**config.mk**
```make
export PLATFORM = sky130hd
export DESIGN_NAME = burst_addr_gen
export DESIGN_NICKNAME = d
export VERILOG_FILES = /design/src/rtl/bag_pkg.sv /design/src/rtl/bag_strobe_qual.sv /design/src/rtl/bag_beat_counter.sv /design/src/rtl/bag_beat_map.sv /design/src/rtl/burst_addr_gen.sv
export SDC_FILE = /design/constraint.sdc
export NUM_CORES = 1
export LEC_CHECK = 0
export BUFFER_PORTS_ARGS = -buffer_cell sky130_fd_sc_hd__clkbuf_2
export CORE_MARGIN = 2
export CORE_UTILIZATION = 41
export DETAILED_ROUTE_END_ITERATION = 12
export GPL_TIMING_DRIVEN = 0
export PLACE_DENSITY = 0.74
export SETUP_SLACK_MARGIN = 0.02
export SLEW_MARGIN = 20
export SYNTH_ARGS = -nofsm -noshare
export SYNTH_HDL_FRONTEND = slang
export SYNTH_SLANG_ARGS = --single-unit
```
**constraint.sdc**
```tcl
create_clock -name clk -period 0.8 [get_ports clk]
set_input_delay 0 -clock clk [delete_from_list [all_inputs] [get_ports clk]]
set_output_delay 0 -clock clk [all_outputs]
set_load 0.02 [all_outputs]
```
**src/rtl/bag_pkg.sv**
```systemverilog
// Package: shared types for the burst address generator.
// Assumes a power-of-two burst length expressed in beat-count bits.
package bag_pkg;
    typedef enum logic {
        ORD_LINEAR     = 1'b0,
        ORD_INTERLEAVE = 1'b1
    } beat_order_e;
endpackage

```
**src/rtl/bag_strobe_qual.sv**
```systemverilog
// Module: bag_strobe_qual
// Decodes the strobes, the qualifier and the advance request into two
// mutually exclusive commands: load a new address, or step one beat.
// Assumes all inputs are synchronous and sampled at the clock edge.
module bag_strobe_qual (
    input  logic strb_proc_n,
    input  logic strb_ctrl_n,
    input  logic adv_n,
    input  logic start_ok,
    output logic load_o,
    output logic step_o
);
    logic any_strobe;

    // Purpose: form the load and step commands.
    always_comb begin
        any_strobe = !strb_proc_n || !strb_ctrl_n;
        load_o     = start_ok && any_strobe;
        step_o     = !adv_n && !any_strobe;
    end
endmodule

```
**src/rtl/bag_beat_counter.sv**
```systemverilog
// Module: bag_beat_counter
// Holds the captured start address, the latched beat order and the
// beat count. A load has priority over a step.
// Assumes load and step come from bag_strobe_qual.
module bag_beat_counter
    import bag_pkg::*;
#(
    parameter int ADDR_W = 20,
    parameter int BEAT_W = 2
) (
    input  logic              clk,
    input  logic              rst_n,
    input  logic              load_i,
    input  logic              step_i,
    input  logic [ADDR_W-1:0] addr_i,
    input  logic              order_i,
    output logic [ADDR_W-1:0] base_o,
    output logic [BEAT_W-1:0] beat_o,
    output beat_order_e       order_o
);
    // Purpose: capture the start state on load, otherwise count beats.
    always_ff @(posedge clk) begin
        if (!rst_n) begin
            base_o  <= '0;
            beat_o  <= '0;
            order_o <= ORD_LINEAR;
        end else if (load_i) begin
            base_o  <= addr_i;
            beat_o  <= '0;
            order_o <= beat_order_e'(order_i);
        end else if (step_i) begin
            beat_o  <= beat_o + BEAT_W'(1);
        end
    end

    // one step moves the beat count by exactly one.
    assert_step_inc_R5: assert property (@(posedge clk) disable iff (!rst_n)
        (step_i && !load_i) |=> beat_o == BEAT_W'($past(beat_o) + BEAT_W'(1)));

    // a load restarts the beat count regardless of the advance request.
    assert_load_restart_R4: assert property (@(posedge clk) disable iff (!rst_n)
        load_i |=> beat_o == '0);

    // the order changes only on a load.
    assert_order_held_R8: assert property (@(posedge clk) disable iff (!rst_n)
        !load_i |=> $stable(order_o));
endmodule

```
**src/rtl/bag_beat_map.sv**
```systemverilog
// Module: bag_beat_map
// Maps the start address and beat count to the current beat address.
// Both beat orders are built, and the latched order picks one.
// Assumes the burst length is 2**BEAT_W and the burst is aligned to it.
module bag_beat_map
    import bag_pkg::*;
#(
    parameter int ADDR_W = 20,
    parameter int BEAT_W = 2
) (
    input  logic [ADDR_W-1:0] base_i,
    input  logic [BEAT_W-1:0] beat_i,
    input  beat_order_e       order_i,
    output logic [ADDR_W-1:0] addr_o
);
    localparam int HI_W = ADDR_W - BEAT_W;

    logic [BEAT_W-1:0] lin_lo;
    logic [BEAT_W-1:0] ilv_lo;

    // Purpose: linear order, add the beat count with wrap in the group.
    always_comb lin_lo = base_i[BEAT_W-1:0] + beat_i;

    // Purpose: interleaved order, one XOR per beat bit.
    for (genvar b = 0; b < BEAT_W; b++) begin : g_ilv
        assign ilv_lo[b] = base_i[b] ^ beat_i[b];
    end

    // Purpose: keep the group bits and select the order for the beat bits.
    always_comb begin
        addr_o[ADDR_W-1:BEAT_W] = base_i[ADDR_W-1:BEAT_W];
        addr_o[BEAT_W-1:0]      = (order_i == ORD_INTERLEAVE) ? ilv_lo : lin_lo;
    end

    // a zero beat count always gives back the start address.
    always_comb begin
        if (beat_i == '0) begin
            assert_start_beat_R9: assert (addr_o == base_i || $isunknown(base_i));
        end
    end

    if (HI_W < 1) begin : g_bad_width
        initial $error("bag_beat_map: ADDR_W must exceed BEAT_W");
    end
endmodule

```
**src/rtl/burst_addr_gen.sv**
```systemverilog
// Module: burst_addr_gen (top)
// Address generator for a four-beat memory burst. It loads on a qualified
// strobe and steps on a qualified advance, in linear or interleaved order.
// Assumes synchronous inputs and a synchronous active-low reset.
module burst_addr_gen
    import bag_pkg::*;
#(
    parameter int ADDR_W = 20,
    parameter int BEAT_W = 2
) (
    input  logic              clk,
    input  logic              rst_n,
    input  logic [ADDR_W-1:0] ext_addr,
    input  logic              strb_proc_n,
    input  logic              strb_ctrl_n,
    input  logic              adv_n,
    input  logic              order_sel,
    input  logic              start_ok,
    output logic [ADDR_W-1:0] cur_addr
);
    logic              load_w;
    logic              step_w;
    logic [ADDR_W-1:0] base_w;
    logic [BEAT_W-1:0] beat_w;
    beat_order_e       order_w;

    bag_strobe_qual u_qual (
        .strb_proc_n (strb_proc_n),
        .strb_ctrl_n (strb_ctrl_n),
        .adv_n       (adv_n),
        .start_ok    (start_ok),
        .load_o      (load_w),
        .step_o      (step_w)
    );

    bag_beat_counter #(.ADDR_W(ADDR_W), .BEAT_W(BEAT_W)) u_cnt (
        .clk     (clk),
        .rst_n   (rst_n),
        .load_i  (load_w),
        .step_i  (step_w),
        .addr_i  (ext_addr),
        .order_i (order_sel),
        .base_o  (base_w),
        .beat_o  (beat_w),
        .order_o (order_w)
    );

    bag_beat_map #(.ADDR_W(ADDR_W), .BEAT_W(BEAT_W)) u_map (
        .base_i  (base_w),
        .beat_i  (beat_w),
        .order_i (order_w),
        .addr_o  (cur_addr)
    );

    // reset drives the address to zero.
    assert_reset_clear_R1: assert property (@(posedge clk)
        !rst_n |=> cur_addr == '0);

    // a qualified strobe loads the external address.
    assert_load_addr_R2: assert property (@(posedge clk) disable iff (!rst_n)
        (start_ok && (!strb_proc_n || !strb_ctrl_n)) |=> cur_addr == $past(ext_addr));

    // a strobe without the qualifier changes nothing.
    assert_unqualified_hold_R3: assert property (@(posedge clk) disable iff (!rst_n)
        (!start_ok && (!strb_proc_n || !strb_ctrl_n)) |=> $stable(cur_addr));

    // no strobe and no advance holds the address.
    assert_idle_hold_R10: assert property (@(posedge clk) disable iff (!rst_n)
        (adv_n && strb_proc_n && strb_ctrl_n) |=> $stable(cur_addr));

    // the group bits are fixed outside a load.
    assert_group_fixed_R9: assert property (@(posedge clk) disable iff (!rst_n)
        !(start_ok && (!strb_proc_n || !strb_ctrl_n))
        |=> $stable(cur_addr[ADDR_W-1:BEAT_W]));
endmodule

```
==> results.rst <==
.. list-table::
   :header-rows: 1

   * - Metric
     - Value
   * - Run status
     - complete, but fails checks
   * - Failing checks
     - negative setup slack
   * - Share of synthesized flip-flops with an asynchronous set or reset
     - 0%
   * - Max Cap Viol
     - 0
   * - Core region area
     - 0.00248 sq mm
   * - Final #Nets
     - 211
   * - Data required time at the worst endpoint
     - 0.80 ns
   * - Minimum setup slack in the final design
     - -0.459 ns
   * - # fillers
     - 162
   * - Library cell occupying the most area in the post-synthesis netlist
     - dfxtp_1
   * - Overall via count from detail_route
     - 993
   * - Avg WL per Cell
     - 13.7 microns
   * - Number of port buffers
     - 46
   * - Count of inserted antenna diode cells
     - 0
   * - Max-slew headroom at the worst pin
     - 68.3%
   * - Library cell with the highest instance count after synthesis
     - nand2_1
   * - Slew @ Worst Pin
     - 0.475 ns
   * - Post-DRT Antenna Nets
     - 0
   * - Top FF cell, synth
     - dfxtp_1
   * - Period utilization
     - 157%
   * - Post-synth design cell area
     - 0.00107 sq mm
   * - Average vias per placed instance
     - 4.68
   * - Power density of the placed cells
     - 1390 mW/mm^2
   * - RSZ-0062 raised after global routing
     - true
   * - Post-route core utilization
     - 72.4%
   * - Initial Utilization
     - 43.2%
   * - Met3 layer wire length in the routed design
     - 82 microns
   * - Period minus WS final
     - 1.26 ns
   * - Highest achievable clock rate
     - 0.794 GHz
   * - Static Leak
     - 0.000764 uW
   * - Synthesis warning total
     - 0
   * - Clock edge transition at the registers on the reported setup and hold paths
     - 0.12 ns
   * - Critical Path Start Type
     - flop
   * - Slew Viols, Final
     - 0
   * - Area taken by flip-flops and latches
     - 485 sq um
   * - Layout cells sized above 1
     - 50.0%
   * - Die outline area
     - 0.00303 sq mm
   * - Met2 wire length
     - 1.59 mm
   * - Signal arrival time at the worst endpoint
     - 1.26 ns
   * - Total number of H-tree levels
     - 1
   * - Site row count
     - 18
   * - Number of DRC markers in iteration 0
     - 9
   * - Placed Cells
     - 199
   * - Clock tree from TritonCTS
     - built
   * - Clock insertion delay at the later pin of the skew report
     - 0.32 ns
   * - Number of endpoints with negative hold slack in the final report
     - 0
   * - Unique cell type count in the Yosys netlist
     - 20
   * - Buffer levels on the longest clock path
     - 2
   * - Post-synthesis instance total
     - 123
   * - Post-synth top cells
     - 43 x nand2_1, 23 x dfxtp_1, 20 x buf_4, 11 x a21oi_1, 7 x a21boi_2
   * - Number of top-level pins
     - 47
   * - Number of enable-type register cells in the synthesized netlist
     - 0
   * - Num Clock Sinks
     - 23
   * - # DRC
     - 0
   * - Crit Path Category
     - reg -> out
   * - Area of combinational cells with multiple inputs
     - 502 sq um
   * - Wire length reported by the detailed router
     - 2.91 mm
   * - Pin count of the biggest net entering global routing
     - 13
   * - Vertical die dimension
     - 55.1 microns
   * - Area added between synthesis and finish
     - 67.6%
   * - Worst-case vdd ir drop
     - 0.00135 V
   * - Post-layout power
     - 2490 uW
   * - GRT Resource Usage Total
     - 18.9%
   * - Category of the worst setup path capture point
     - output pin
   * - Syn_nets
     - 151
   * - Fin Clk Skew
     - 0.00356 ns
   * - Highest metal layer used by the detailed router
     - met4
   * - DRT met1 WL
     - 1.19 mm
   * - Mean area per synthesized cell
     - 8.70 sq um
   * - Synth top area share
     - 43.0%
   * - Hold/Removal Path Class
     - in -> reg
   * - RD Place Congestion
     - 0.708
   * - Cts bufs inserted
     - 3
   * - Sequential element share of the synthesized area
     - 43.0%
   * - Via count of the first global-routing pass
     - 966
   * - Synth area leaders
     - dfxtp_1 43%, nand2_1 15%, buf_4 14%
   * - Final-report setup violation count
     - 8
   * - Root buf cell
     - clkbuf_4
   * - Count of non-filler cells in the finished layout
     - 212
   * - Initial antenna violation count
     - 0
   * - Die width
     - 55.1 microns
   * - Synthesis-stage register bit count
     - 23
   * - CP Max Fanout
     - 2
   * - First drt pass iteration count
     - 4
   * - Global-route congestion overflow total
     - 0
   * - Global-route wire length before repair
     - 4.11 mm
   * - HPWL Detailed
     - 1.71 mm
cell families after synthesis:
kind of cell,share of synthesized area (%)
flip-flops,43.0
adder cells (fa/ha/maj),1.17
AO/OA/AOI/OAI,19.9
buffers and inverters,17.2
AND/OR/NAND/NOR,17.1
XOR/XNOR,1.64
power breakdown:
part / switching [uW] / internal, uW
Clock: 362 / 195
Sequential: 55.9 / 1220
Combinational: 285 / 377
Total: 702 / 1790
worst max-delay path, cell delays in order, from the launching register on:
cell	delay, ns
dfxtp_2	0.38
ha_4	0.13
nor2b_4	0.18
xnor2_4	0.13
buf_8	0.12
flip-flops by register name, indices dropped and copies added (netlist names):
register / flops
u_cnt.base_o: 20
u_cnt.beat_o: 2
u_cnt.order_o: 1
cell usage in the layout (no fill, tap or decap):
cell type,n
nand2_1,43
clkbuf_2,26
dlygate4sd3_1,24
buf_8,20
dfxtp_2,20
a21oi_1,11
a21boi_2,7
buf_4,5
clkbuf_1,3
clkbuf_4,3
dfxtp_1,3
buf_6,2
a21boi_1,2
xnor2_2,1
nor2b_4,1
xnor2_4,1
a21bo_4,1
inv_1,1
a21oi_2,1
nand4b_1,1
nand4_1,1
o31ai_1,1
o2111ai_4,1
o41ai_4,1
a21boi_0,1
ha_4,1
worst paths after layout:
path	startpoint	to	slack (ns)	cells past startpoint
max	u_cnt.base_o[0]$_SDFFE_PN0P_	cur_addr[1]	-0.46	4
min	adv_n	u_cnt.beat_o[1]$_SDFFE_PP0P_	0.03	3
max reg2reg	u_cnt.beat_o[0]$_SDFFE_PP0P_	u_cnt.beat_o[1]$_SDFFE_PP0P_	-0.19	3
min reg2reg	u_cnt.base_o[12]$_SDFFE_PN0P_	u_cnt.base_o[12]$_SDFFE_PN0P_	0.48	2
through the flow:
stage          hold WS, ns  area [sq um]  setup TNS [ns]  worst slack [ns]
2_1_floorplan       0.0922          1110         -0.0201           -0.0201
3_3_place_gp         0.217          1380          -0.341            -0.192
3_5_place_dp         0.234          1380          -0.682            -0.201
4_1_cts           -0.00377          1750           -1.13            -0.481
5_1_grt             0.0349          1790           -1.57            -0.511
6_report            0.0331          1790          -0.976            -0.459
repair_timing:
action                                  CTS  global route
endpoints found under the setup margin   22            22
pin swaps                                 4             5
endpoints found under the hold margin    22             0
resized for setup                        58            22
hold buffers                             24             0
buffers inserted                          3             1
cloned                                    0             0
cell type report:
type / instances / share of cell area [%]
timing repair buffer: 73 / 38.7
multi-input combinational: 75 / 28.0
sequential: 23 / 27.1
buffer: 6 / 2.51
tap: 30 / 2.09
clock buffer: 4 / 1.47
inverter: 1 / 0.209
metal layers:
metal | GRT usage, % | vias up
met5 | 0 | -
met4 | 7.32 | 0
met3 | 3.23 | 6
met2 | 34.1 | 28
met1 | 22.1 | 457
li1 | - | 502
(Power assumes the default switching activity.)
